--- src/rtl/pcicfg_pkg.sv ---
package pcicfg_pkg;

  localparam int unsigned IDX_W = 6;

  // dword slots; the host decodes these positions, so they are fixed
  localparam logic [IDX_W-1:0] SLOT_IDENT = 6'd0;
  localparam logic [IDX_W-1:0] SLOT_CMD   = 6'd1;
  localparam logic [IDX_W-1:0] SLOT_CLASS = 6'd2;
  localparam logic [IDX_W-1:0] SLOT_HTYPE = 6'd3;
  localparam logic [IDX_W-1:0] SLOT_MWIN  = 6'd4;
  localparam logic [IDX_W-1:0] SLOT_IOWIN = 6'd5;

  function automatic logic [31:0] lane_mask(input logic [3:0] be);
    return {{8{be[3]}}, {8{be[2]}}, {8{be[1]}}, {8{be[0]}}};
  endfunction

endpackage

--- src/rtl/pcicfg_rst_sync.sv ---
module pcicfg_rst_sync (
  input  logic clk,
  input  logic rst_n,
  output logic rst_sync_n
);

  logic [1:0] stage_q;

  always_ff @(posedge clk or negedge rst_n) begin
    if (!rst_n) stage_q <= 2'b00;
    else        stage_q <= {stage_q[0], 1'b1};
  end

  assign rst_sync_n = stage_q[1];

endmodule

--- src/rtl/pcicfg_cmd.sv ---
module pcicfg_cmd (
  input  logic       clk,
  input  logic       rst_n,
  input  logic       wr_en,
  input  logic       lane0_en,
  input  logic [1:0] wbits,
  output logic       io_en,
  output logic       mem_en
);

  logic [1:0] cmd_q, cmd_d;

  always_comb begin
    cmd_d = cmd_q;
    if (wr_en && lane0_en) cmd_d = wbits;
  end

  always_ff @(posedge clk or negedge rst_n) begin
    if (!rst_n) cmd_q <= 2'b00;
    else        cmd_q <= cmd_d;
  end

  assign io_en  = cmd_q[0];
  assign mem_en = cmd_q[1];

  // enables move only on a write that carries lane 0
  a_r7_cmd_hold: assert property (@(posedge clk) disable iff (!rst_n)
    !(wr_en && lane0_en) |=> $stable(cmd_q));

  a_r7_cmd_load: assert property (@(posedge clk) disable iff (!rst_n)
    (wr_en && lane0_en) |=> cmd_q == $past(wbits));

endmodule

--- src/rtl/pcicfg_bar.sv ---
module pcicfg_bar #(
  parameter int unsigned WIN_LOG2 = 12,
  parameter bit          IS_IO    = 1'b0
) (
  input  logic        clk,
  input  logic        rst_n,
  input  logic        wr_en,
  input  logic [3:0]  be,
  input  logic [31:0] wdata,
  input  logic        dec_en,
  input  logic [31:0] addr,
  output logic [31:0] rd_val,
  output logic        hit
);

  import pcicfg_pkg::*;

  localparam logic [31:0] WIN_MASK = ~((32'd1 << WIN_LOG2) - 32'd1);

  logic [31:0] type_bits;
  logic [31:0] base_q, base_d;
  logic [31:0] lanes;

  generate
    if (IS_IO) begin : g_io
      assign type_bits = 32'h0000_0001;   // I/O space, bit 1 reserved
    end else begin : g_mem
      assign type_bits = 32'h0000_0000;   // memory, 32-bit, not prefetchable
    end
  endgenerate

  always_comb begin
    lanes  = lane_mask(be);
    base_d = base_q;
    if (wr_en) base_d = ((base_q & ~lanes) | (wdata & lanes)) & WIN_MASK;
  end

  always_ff @(posedge clk or negedge rst_n) begin
    if (!rst_n) base_q <= 32'd0;
    else        base_q <= base_d;
  end

  assign rd_val = base_q | type_bits;
  assign hit    = dec_en && ((addr & WIN_MASK) == base_q);

  // the base is untouched without a selected write
  a_r6_base_hold: assert property (@(posedge clk) disable iff (!rst_n)
    !wr_en |=> $stable(base_q));

  // a write with every lane enabled keeps exactly the window-aligned bits
  a_r6_full_lanes: assert property (@(posedge clk) disable iff (!rst_n)
    (wr_en && be == 4'hF) |=> base_q == ($past(wdata) & WIN_MASK));

endmodule

--- src/rtl/pcicfg_hdr.sv ---
module pcicfg_hdr #(
  parameter logic [15:0] VENDOR_ID    = 16'h1D0F,
  parameter logic [15:0] DEVICE_ID    = 16'hA51C,
  parameter logic [23:0] CLASS_CODE   = 24'h118000,
  parameter logic [7:0]  REVISION     = 8'h02,
  parameter logic [7:0]  HEADER_TYPE  = 8'h00,
  parameter int unsigned MEM_WIN_LOG2 = 12,
  parameter int unsigned IO_WIN_LOG2  = 4
) (
  input  logic        clk,
  input  logic        rst_n,
  input  logic        cfg_sel,
  input  logic        cfg_we,
  input  logic [5:0]  cfg_idx,
  input  logic [3:0]  cfg_be,
  input  logic [31:0] cfg_wdata,
  output logic [31:0] cfg_rdata,
  input  logic [31:0] bus_addr,
  output logic        mem_hit,
  output logic        io_hit
);

  import pcicfg_pkg::*;

  logic        rst_s_n;
  logic        wr_any;
  logic        io_en, mem_en;
  logic [31:0] mwin_val, iowin_val;

  pcicfg_rst_sync u_rst (
    .clk        (clk),
    .rst_n      (rst_n),
    .rst_sync_n (rst_s_n)
  );

  assign wr_any = cfg_sel && cfg_we;

  pcicfg_cmd u_cmd (
    .clk      (clk),
    .rst_n    (rst_s_n),
    .wr_en    (wr_any && (cfg_idx == SLOT_CMD)),
    .lane0_en (cfg_be[0]),
    .wbits    (cfg_wdata[1:0]),
    .io_en    (io_en),
    .mem_en   (mem_en)
  );

  pcicfg_bar #(.WIN_LOG2(MEM_WIN_LOG2), .IS_IO(1'b0)) u_mwin (
    .clk    (clk),
    .rst_n  (rst_s_n),
    .wr_en  (wr_any && (cfg_idx == SLOT_MWIN)),
    .be     (cfg_be),
    .wdata  (cfg_wdata),
    .dec_en (mem_en),
    .addr   (bus_addr),
    .rd_val (mwin_val),
    .hit    (mem_hit)
  );

  pcicfg_bar #(.WIN_LOG2(IO_WIN_LOG2), .IS_IO(1'b1)) u_iowin (
    .clk    (clk),
    .rst_n  (rst_s_n),
    .wr_en  (wr_any && (cfg_idx == SLOT_IOWIN)),
    .be     (cfg_be),
    .wdata  (cfg_wdata),
    .dec_en (io_en),
    .addr   (bus_addr),
    .rd_val (iowin_val),
    .hit    (io_hit)
  );

  always_comb begin
    cfg_rdata = 32'd0;
    if (cfg_sel) begin
      unique case (cfg_idx)
        SLOT_IDENT: cfg_rdata = {DEVICE_ID, VENDOR_ID};
        SLOT_CMD:   cfg_rdata = {30'd0, mem_en, io_en};
        SLOT_CLASS: cfg_rdata = {CLASS_CODE, REVISION};
        SLOT_HTYPE: cfg_rdata = {8'h00, HEADER_TYPE, 16'h0000};
        SLOT_MWIN:  cfg_rdata = mwin_val;
        SLOT_IOWIN: cfg_rdata = iowin_val;
        default:    cfg_rdata = 32'd0;
      endcase
    end
  end

  // nothing is driven back while the function is not addressed
  a_r3_idle_zero: assert property (@(posedge clk) disable iff (!rst_s_n)
    !cfg_sel |-> cfg_rdata == 32'd0);

  // fixed type nibble of the memory window
  a_r4_mem_type: assert property (@(posedge clk) disable iff (!rst_s_n)
    (cfg_sel && cfg_idx == SLOT_MWIN) |-> cfg_rdata[3:0] == 4'b0000);

  // fixed type bits of the I/O window
  a_r5_io_type: assert property (@(posedge clk) disable iff (!rst_s_n)
    (cfg_sel && cfg_idx == SLOT_IOWIN) |-> cfg_rdata[1:0] == 2'b01);

  // unimplemented dwords read as zero
  a_r10_unimpl_zero: assert property (@(posedge clk) disable iff (!rst_s_n)
    (cfg_sel && cfg_idx > SLOT_IOWIN) |-> cfg_rdata == 32'd0);

  // a hit never appears while its decode enable is clear
  a_r8_mem_gate: assert property (@(posedge clk) disable iff (!rst_s_n)
    mem_hit |-> mem_en);
  a_r9_io_gate: assert property (@(posedge clk) disable iff (!rst_s_n)
    io_hit |-> io_en);

endmodule

--- config.mk ---
export PLATFORM = sky130hd
export DESIGN_NAME = pcicfg_hdr
export DESIGN_NICKNAME = d
export VERILOG_FILES = /design/src/rtl/pcicfg_pkg.sv /design/src/rtl/pcicfg_rst_sync.sv /design/src/rtl/pcicfg_cmd.sv /design/src/rtl/pcicfg_bar.sv /design/src/rtl/pcicfg_hdr.sv
export SDC_FILE = /design/constraint.sdc
export NUM_CORES = 1
export LEC_CHECK = 0
export ABC_CLOCK_PERIOD_IN_PS = 1700
export CAP_MARGIN = 15
export CORE_MARGIN = 2
export CORE_UTILIZATION = 30
export CTS_BUF_LIST = sky130_fd_sc_hd__clkbuf_4 sky130_fd_sc_hd__clkbuf_8
export DETAILED_ROUTE_END_ITERATION = 6
export DONT_BUFFER_PORTS = 1
export HOLD_SLACK_MARGIN = 0.08
export SETUP_SLACK_MARGIN = 0.05
export SLEW_MARGIN = 40
export SYNTH_ARGS = -nofsm -noshare
export SYNTH_HDL_FRONTEND = slang
export SYNTH_HIERARCHICAL = 1
export SYNTH_SLANG_ARGS = --single-unit
--- constraint.sdc ---
create_clock -name clk -period 1.7 [get_ports clk]
set_clock_uncertainty 0.05 [all_clocks]
set_input_delay 0.085 -clock clk [delete_from_list [all_inputs] [get_ports clk]]
set_output_delay 0.085 -clock clk [all_outputs]
set_load 0.03 [all_outputs]
==> results of run 1 <==
[worst min-delay path by stage]
stage               startpoint               end  slack [ps]
floorplan                rst_n  u_rst/stage_q[0]        -260
global placement         rst_n  u_rst/stage_q[0]        -260
detailed placement       rst_n  u_rst/stage_q[0]        -260
CTS                 cfg_idx[0]    u_cmd/cmd_q[0]         100
global route         cfg_be[3]              flop         130
finish              cfg_idx[0]    u_cmd/cmd_q[0]         110
[synthesized netlist by cell type (4+ instances only)]
cell type / n / area, sq um
nand4_1: 6 / 37.54
mux2_2: 52 / 585.6
xnor2_1: 21 / 183.9
buf_4: 16 / 120.1
nand2_1: 24 / 90.09
clkbuf_1: 6 / 22.52
mux2i_1: 16 / 160.2
xor2_1: 27 / 236.5
nor4_1: 6 / 37.54
dfrtp_1: 52 / 1301
conb_1: 4 / 15.01
a211oi_1: 12 / 90.09
nor2_1: 29 / 108.9
[layer usage]
metal  up-vias  share of wire (%)  GRT usage [%]
met3         8                8.6          5.448
met5         -                  0              0
met4         0                1.2          4.304
met2        84                 47          26.91
met1      1225                 43          21.47
li1       1157                  -              -
[cell families after synthesis]
family,Yosys count,synth area share [%]
xor+xnor,48,13.05
other cells,4,0.4661
compound gates,20,4.545
buf+inv,28,6.177
mux,68,23.15
flops,52,40.40
simple gates,81,12.20
[repair_timing]
item                                   in CTS  in global routing
resized for setup                          22                  6
pin swaps                                  16                  1
setup buffers                               1                  0
endpoints found under the hold margin      52                  0
cloned                                      1                  0
hold buffers                               35                  0
setup endpoints to repair                  18                 21
[per-stage QoR]
stage | cells | hold slack [ps] | setup WS, ps
2_1_floorplan | 314 | -260.6 | -274.9
3_3_place_gp | 470 | -260.5 | -147.0
3_5_place_dp | 470 | -260.5 | -185.9
4_1_cts | 515 | 101.9 | -313.3
5_1_grt | 515 | 125.9 | -417.6
6_report | 515 | 111.0 | -301.8
[critical path, cell delays in order, from the launching register on]
cell and delay (ps):
dfrtp_1 410, xor2_1 160, nor4_2 340, nand4_1 220
nor4_4 220, buf_4 210
[layout make-up]
cell class / count / area (sq um)
Fill cell: 1002 / 5969
Multi-Input combinational cell: 234 / 2024
Sequential cell: 52 / 1303
Timing Repair Buffer: 84 / 812.0
Tap cell: 136 / 170.2
Clock buffer: 5 / 68.82
Clock inverter: 3 / 18.77
Inverter: 1 / 3.754
[power breakdown]
group,internal (mW),leakage (nW),switching [mW]
clock network,0.289,0.0479,0.442
registers,1.30,0.712,0.0507
logic,0.230,1.26,0.197
==> flow_summary_export.csv, run 1 <==
group,metric,value,unit
layout,antenna_cells,0,
detailed_routing,postRouteAntennaNets,0,
layout,layout_common_cells,"mux2_2, dfrtp_1, dlygate4sd3_1",
critical_path,arrival,1870,ps
clocking,cts_made_buffers,5,
power,p_per_area,569.2,nW/um^2
global_routing,grt_util_all_layers,16.66,%
worst_hold_path,whs_path_depth,3,
timing,rsz0062_at_grt,"yes",
yosys,ys_seq_elements,52,
placement,dpl_cell_area,3802,sq um
critical_path,critPathLaunchType,"flop",
placement,numPortBuffers,0,
detailed_routing,num_vias,2474,
detailed_routing,drc_errors,0,
yosys,synth_cells,301,
critical_path,crit_required,1560,ps
floorplan,initial_core_util,31.06,%
clocking,cts_buffer_depth,2,
yosys,yosys_warnings,6,
yosys,synth_flop_cell,"dfrtp_1",
timing,fin_crit,2002,ps
placement,hpwl,7.003,mm
timing,final-setup-viol-count,13,
yosys,async_flop_share,100.0,%
run_status,violations,"negative setup slack",
floorplan,io_pins,112,
timing,finalMaxSlewViolations,0,
layout,stdcell_area,4400,sq um
yosys,synth_area,3221,sq um
run_status,status,"finished, violations left",
detailed_routing,via_per_inst,4.804,
layout,drive_above_1_share,39.84,%
clocking,htreeDepth,2,
layout,finalCoreUtilization,42.43,%
detailed_routing,routedWlPerCell,18.43,microns
global_routing,grt_pass1_vias,2672,
yosys,synth-edff-count,0,
clocking,cts-root-buf,"clkbuf_8",
yosys,syn_avg_cell_area,10.70,sq um
power,p_leak,2.020,nW
floorplan,die_width,107.6,microns
critical_path,worst-path-max-fanout,2,
flow_run,cap_violations,0,
layout,final_net_count,456,
timing,worst_slack,-301.8,ps
floorplan,coreArea,10370,sq um
placement,gp_congestion,0.8082,
detailed_routing,drt_wl_total,9.493,mm
critical_path,rr_worst_depth,2,
critical_path,crit_type,"reg2out",
floorplan,fp-row-count,37,
timing,min_period_over_period,117.8,%
global_routing,grt_start_max_net_pins,51,
clocking,cts_tree,"built",
clocking,clk_latency,310,ps
layout,area_growth_syn_to_layout,36.64,%
clocking,path_clk_slew,100,ps
floorplan,die-area,11580,sq um
yosys,synth_cell_types,31,
critical_path,crit_path_end_kind,"primary output",
critical_path,rrSetupSlack,730,ps
worst_hold_path,hold_class,"in2reg",
yosys,yosysSeqAreaShare,40.40,%
detailed_routing,drt_iter0_markers,149,
global_routing,antenna_found_initial,0,
timing,hold_viol_final,0,
timing,fmax,0.4995,GHz
detailed_routing,first_pass_iters,4,
timing,fin_setup_tns,-851.0,ps
power,ir_worst_vdd,0.0003858,V
clocking,cts_sinks,52,
global_routing,grt-ovfl-total,0,
floorplan,fp.dieH,107.6,microns
critical_path,timing.critical_path.to,"mem_hit",
power,finalPower,2.505,mW
global_routing,grt_pass1_wl,14.43,mm
Note: power is estimated with default switching activity, not from simulation.
==> inputs of run 2 (changes only) <==
- SETUP_SLACK_MARGIN: 0.05 -> 0.15
==> run 2 against run 1 <==
  * The run still ends with negative setup slack left
  * Maximum frequency fell by 0.95%
  * Clock-buffer cell count rose by 1
  * Clock power rose by 18%
  * Wire length rose by 4.6%
  * Non-clock buffer count rose by 7
  * Power rose by 7.7%
  * Hold slack got worse by 26 ps
  * Largest cell class unchanged
==> flow_summary_export.csv, run 2 (synthesis gave the netlist of run 1 again) <==
group,metric,value,unit
run_status,status,"finished, violations left",
run_status,violations,"negative setup slack",
detailed_routing,routedWlPerCell,19.03,microns
layout,final_net_count,463,
floorplan,coreArea,10370,sq um
timing,finalMaxSlewViolations,0,
placement,gp_congestion,0.8228,
placement,hpwl,6.988,mm
timing,holdWs,85.27,ps
floorplan,fp.dieH,107.6,microns
timing,final-setup-viol-count,17,
detailed_routing,num_vias,2518,
critical_path,rrSetupSlack,740,ps
clocking,clk_latency,300,ps
clocking,cts_made_buffers,5,
critical_path,crit_slowest_cell,"dfrtp_1",
critical_path,critical_path_depth,5,
clocking,cts_sinks,52,
detailed_routing,drt_iter0_markers,125,
placement,numPortBuffers,0,
power,p_per_area,558.3,nW/um^2
timing,fmax,0.4948,GHz
detailed_routing,drt_wl_total,9.934,mm
floorplan,die-area,11580,sq um
critical_path,critical_path_buf_inv_count,1,
timing,min_period_over_period,118.9,%
worst_hold_path,hold_class,"in2reg",
floorplan,die_width,107.6,microns
timing,worst_slack,-321.0,ps
layout,finalCoreUtilization,46.61,%
critical_path,crit_required,1560,ps
clocking,cts_buffer_depth,2,
clocking,path_clk_slew,100,ps
global_routing,grt_start_max_net_pins,51,
power,ir_worst_vdd,0.0003625,V
clocking,cts_tree,"built",
floorplan,initial_core_util,31.06,%
worst_hold_path,holdCritStartpoint,"cfg_be[3]",
critical_path,rr_worst_depth,2,
critical_path,worst-path-max-fanout,2,
detailed_routing,first_pass_iters,4,
layout,layout_common_cells,"dfrtp_1, mux2_4, dlygate4sd3_1",
timing,hold_viol_final,0,
critical_path,critPathLaunchType,"flop",
floorplan,io_pins,112,
global_routing,grt-ovfl-total,0,
placement,pre_cts_ws,-167.0,ps
critical_path,crit_type,"reg2out",
detailed_routing,postRouteAntennaNets,0,
global_routing,grt_util_all_layers,16.98,%
critical_path,arrival,1890,ps
power,p_leak,2.263,nW
global_routing,grt_pass1_vias,2663,
detailed_routing,via_per_inst,4.824,
layout,antenna_cells,0,
worst_hold_path,whs_path_depth,2,
floorplan,fp-row-count,37,
clocking,cts-root-buf,"clkbuf_8",
timing,fin_crit,2021,ps
global_routing,antenna_found_initial,0,
layout,drive_above_1_share,42.75,%
critical_path,slowest_delay,400,ps
power,finalPower,2.698,mW
critical_path,crit_chain,"xor2_1, nor4_2, nand4_1, nor4_4, buf_4",
clocking,htreeDepth,2,
timing,rsz0062_at_grt,"yes",
global_routing,grt_pass1_wl,14.83,mm
critical_path,critical_path.top_delay_family,"simple AND/OR/NAND/NOR gates",
layout,area_growth_syn_to_layout,50.08,%
critical_path,crit_path_end_kind,"primary output",
flow_run,cap_violations,0,
detailed_routing,drc_errors,0,
layout,layout_commonest_cell,"dfrtp_1",
## run 2: cell types whose count changed in the layout (fill, tap and decap cells not counted), moves of 2 or more
cell           change
mux2_2            -38
mux2_4            +38
buf_4              -9
a211oi_4           +3
nand2_1            -2
a211oi_1           -3
nand2_8            +3
buf_6             +12
dlygate4sd3_1      +2
nand2_2            -5
nand2_4            +4
## run 2: where the power goes
group | switching (mW) | internal [mW] | leakage (nW)
Clock | 0.413 | 0.454 | 0.0586
Combinational | 0.218 | 0.264 | 1.49
Sequential | 0.0542 | 1.30 | 0.712
## run 2: area by class of cell
class / instances / area [sq um]
flip-flops and latches: 52 / 1303
fillers: 981 / 5537
multi-input cells: 234 / 2311
clock buffers: 6 / 76.32
well taps: 136 / 170.2
repair buffers: 91 / 934.6
inverters: 1 / 3.754
clock inverters: 2 / 35.03
## run 2: worst max-delay path by stage
stage          endpoint  slack (ps)
3_3_place_gp       flop        -140
4_1_cts          io_hit        -310
5_1_grt          io_hit        -420
3_5_place_dp       flop        -170
6_report         io_hit        -320
2_1_floorplan      flop        -270
## run 2: layer usage
metal | GRT usage, % | part of all wire, % | wire length [microns]
met5 | 0 | 0 | 0
met4 | 4.212 | 1.2 | 119
met2 | 26.28 | 46 | 4588
met3 | 4.782 | 8.1 | 803
met1 | 23.39 | 45 | 4423
## run 2: through the flow
stage | TNS [ps] | cells | area, sq um
after CTS | -911.5 | 520 | 4582
after global routing | -1583 | 522 | 4833
after global placement | -6453 | 474 | 3857
after floorplan | -12420 | 314 | 3483
final | -1058 | 522 | 4833
after detailed placement | -7104 | 474 | 3857
## run 2: timing repair
| item | in CTS | in global routing |
|---|---|---|
| pin swaps | 21 | 7 |
| cloned | 1 | 0 |
| hold buffers | 36 | 1 |
| resized for setup | 50 | 52 |
| setup buffers | 1 | 1 |
| hold endpoints to repair | 52 | 8 |
| setup endpoints to repair | 30 | 76 |
==> inputs of run 3 (changes only) <==
- ABC_CLOCK_PERIOD_IN_PS: 1700 -> unset
- CORE_MARGIN: 2 -> unset
==> run 3 against run 2 <==
  * The run still ends with negative setup slack left
  * First-iteration DRC count shrank 1.6%
  * Highest routed layer unchanged
  * Sequential power is essentially flat
  * Worst setup slack lost 7.8 ps
  * Clock-buffer cell count is the same
  * Maximum frequency shrank 0.39%
==> flow_summary_export.csv, run 3 (synthesis gave the netlist of run 1 again) <==
group,metric,value,unit
floorplan,die-area,11150,sq um
power,p_per_area,582.9,nW/um^2
floorplan,coreArea,10370,sq um
power,p_leak,2.127,nW
placement,gp_congestion,0.7923,
layout,drive_above_1_share,42.11,%
detailed_routing,routedWlPerCell,18.99,microns
layout,final_net_count,457,
detailed_routing,drt_wl_total,9.799,mm
clocking,clk_latency,310,ps
power,ir_worst_vdd,0.0003239,V
floorplan,die_width,105.6,microns
clocking,htreeDepth,2,
timing,final-setup-viol-count,2,
clocking,cts_sinks,52,
global_routing,grt_pass1_wl,14.97,mm
layout,stdcell_area,4646,sq um
layout,fillCellCount,979,
global_routing,grt_pass1_vias,2702,
layout,area_growth_syn_to_layout,44.25,%
worst_hold_path,holdCritStartpoint,"cfg_idx[0]",
worst_hold_path,hold_class,"in2reg",
critical_path,crit_required,1560,ps
global_routing,grt_most_used_layer,"met2",
clocking,cts_tree,"built",
detailed_routing,via_per_inst,4.798,
timing,min_period_over_period,119.3,%
layout,seq_area,1303,sq um
timing,finalMaxSlewViolations,0,
flow_run,cap_violations,0,
detailed_routing,first_pass_iters,4,
global_routing,met3_usage,4.576,%
run_status,violations,"negative setup slack",
critical_path,crit_path_end_kind,"primary output",
timing,rsz0062_at_grt,"yes",
floorplan,fp-row-count,37,
global_routing,grt_use_met2,30.17,%
layout,antenna_cells,0,
floorplan,initial_core_util,31.06,%
layout,layout_common_cells,"dfrtp_1, dlygate4sd3_1, mux2_2",
placement,pre_cts_ws,-196.2,ps
run_status,status,"finished, violations left",
critical_path,critPathLaunchType,"flop",
placement,hpwl,7.081,mm
detailed_routing,drc_errors,0,
floorplan,io_pins,112,
clocking,cts_buffer_depth,2,
global_routing,grt_util_all_layers,18.06,%
detailed_routing,num_vias,2476,
placement,numPortBuffers,0,
layout,finalCoreUtilization,44.80,%
timing,hold_viol_final,0,
detailed_routing,drt_iter0_markers,123,
timing,fmax,0.4929,GHz
clocking,cts_made_buffers,5,
placement,dpl_cell_area,3767,sq um
global_routing,use_met1,22.59,%
power,finalPower,2.708,mW
clocking,cts-root-buf,"clkbuf_8",
floorplan,fp.dieH,105.6,microns
detailed_routing,postRouteAntennaNets,0,
critical_path,crit_type,"reg2out",
layout,layout_commonest_cell,"dfrtp_1",
global_routing,antenna_found_initial,0,
critical_path,worst-path-max-fanout,2,
global_routing,grt-ovfl-total,0,
layout,multi_input_area,2213,sq um
critical_path,arrival,1890,ps
timing,fin_crit,2029,ps
timing,worst_slack,-328.8,ps
clocking,path_clk_slew,100,ps
global_routing,grt_start_max_net_pins,40,
## run 3: worst max-delay path: stages (launching register included)
cell and delay, ps:
dfrtp_1 420, xor2_2 170, nor4_4 310, nand4_1 230, nor4_4 240, buf_4 220
## run 3: power by group
part	leakage, nW	switching [mW]	internal (mW)
Clock	0.0586	0.422	0.454
Combinational	1.36	0.215	0.260
Sequential	0.712	0.0615	1.30
## run 3: worst paths after layout
kind,end,slack (ps),cells after the start
max reg2reg,flop,530,4
min,u_cmd/cmd_q[1],110,3
min in group asynchronous,async pin,180,0
min reg2reg,async pin,180,0
max,mem_hit,-330,5
max in group asynchronous,async pin,880,1
## run 3: final cells by class
class	count	area share [%]
well taps	136	3.663
inverters	1	0.08080
clock buffers	6	1.643
flip-flops and latches	52	28.04
clock inverters	2	0.7541
multi-input cells	234	47.64
repair buffers	85	18.18
## run 3: metal layers
metal	vias up	share of wire (%)
met5	-	0
met4	0	2.4
met3	19	7.9
met2	93	47
met1	1198	43
li1	1166	-
## run 3: what timing repair did
action	4_1_cts	5_1_grt
hold buffers	37	2
cloned	1	0
buffers inserted	4	2
setup endpoints to repair	45	57
pin swaps	17	10
endpoints found under the hold margin	52	16
resized for setup	29	36
## run 3: metrics by stage
stage,hold WS [ps],setup TNS (ps),std cells
after floorplan,-260.6,-12420,314
after global placement,-260.5,-6057,462
after detailed placement,-260.5,-7314,462
after CTS,104.4,-762.5,512
after global routing,101.6,-1207,516
final,112.2,-624.6,516
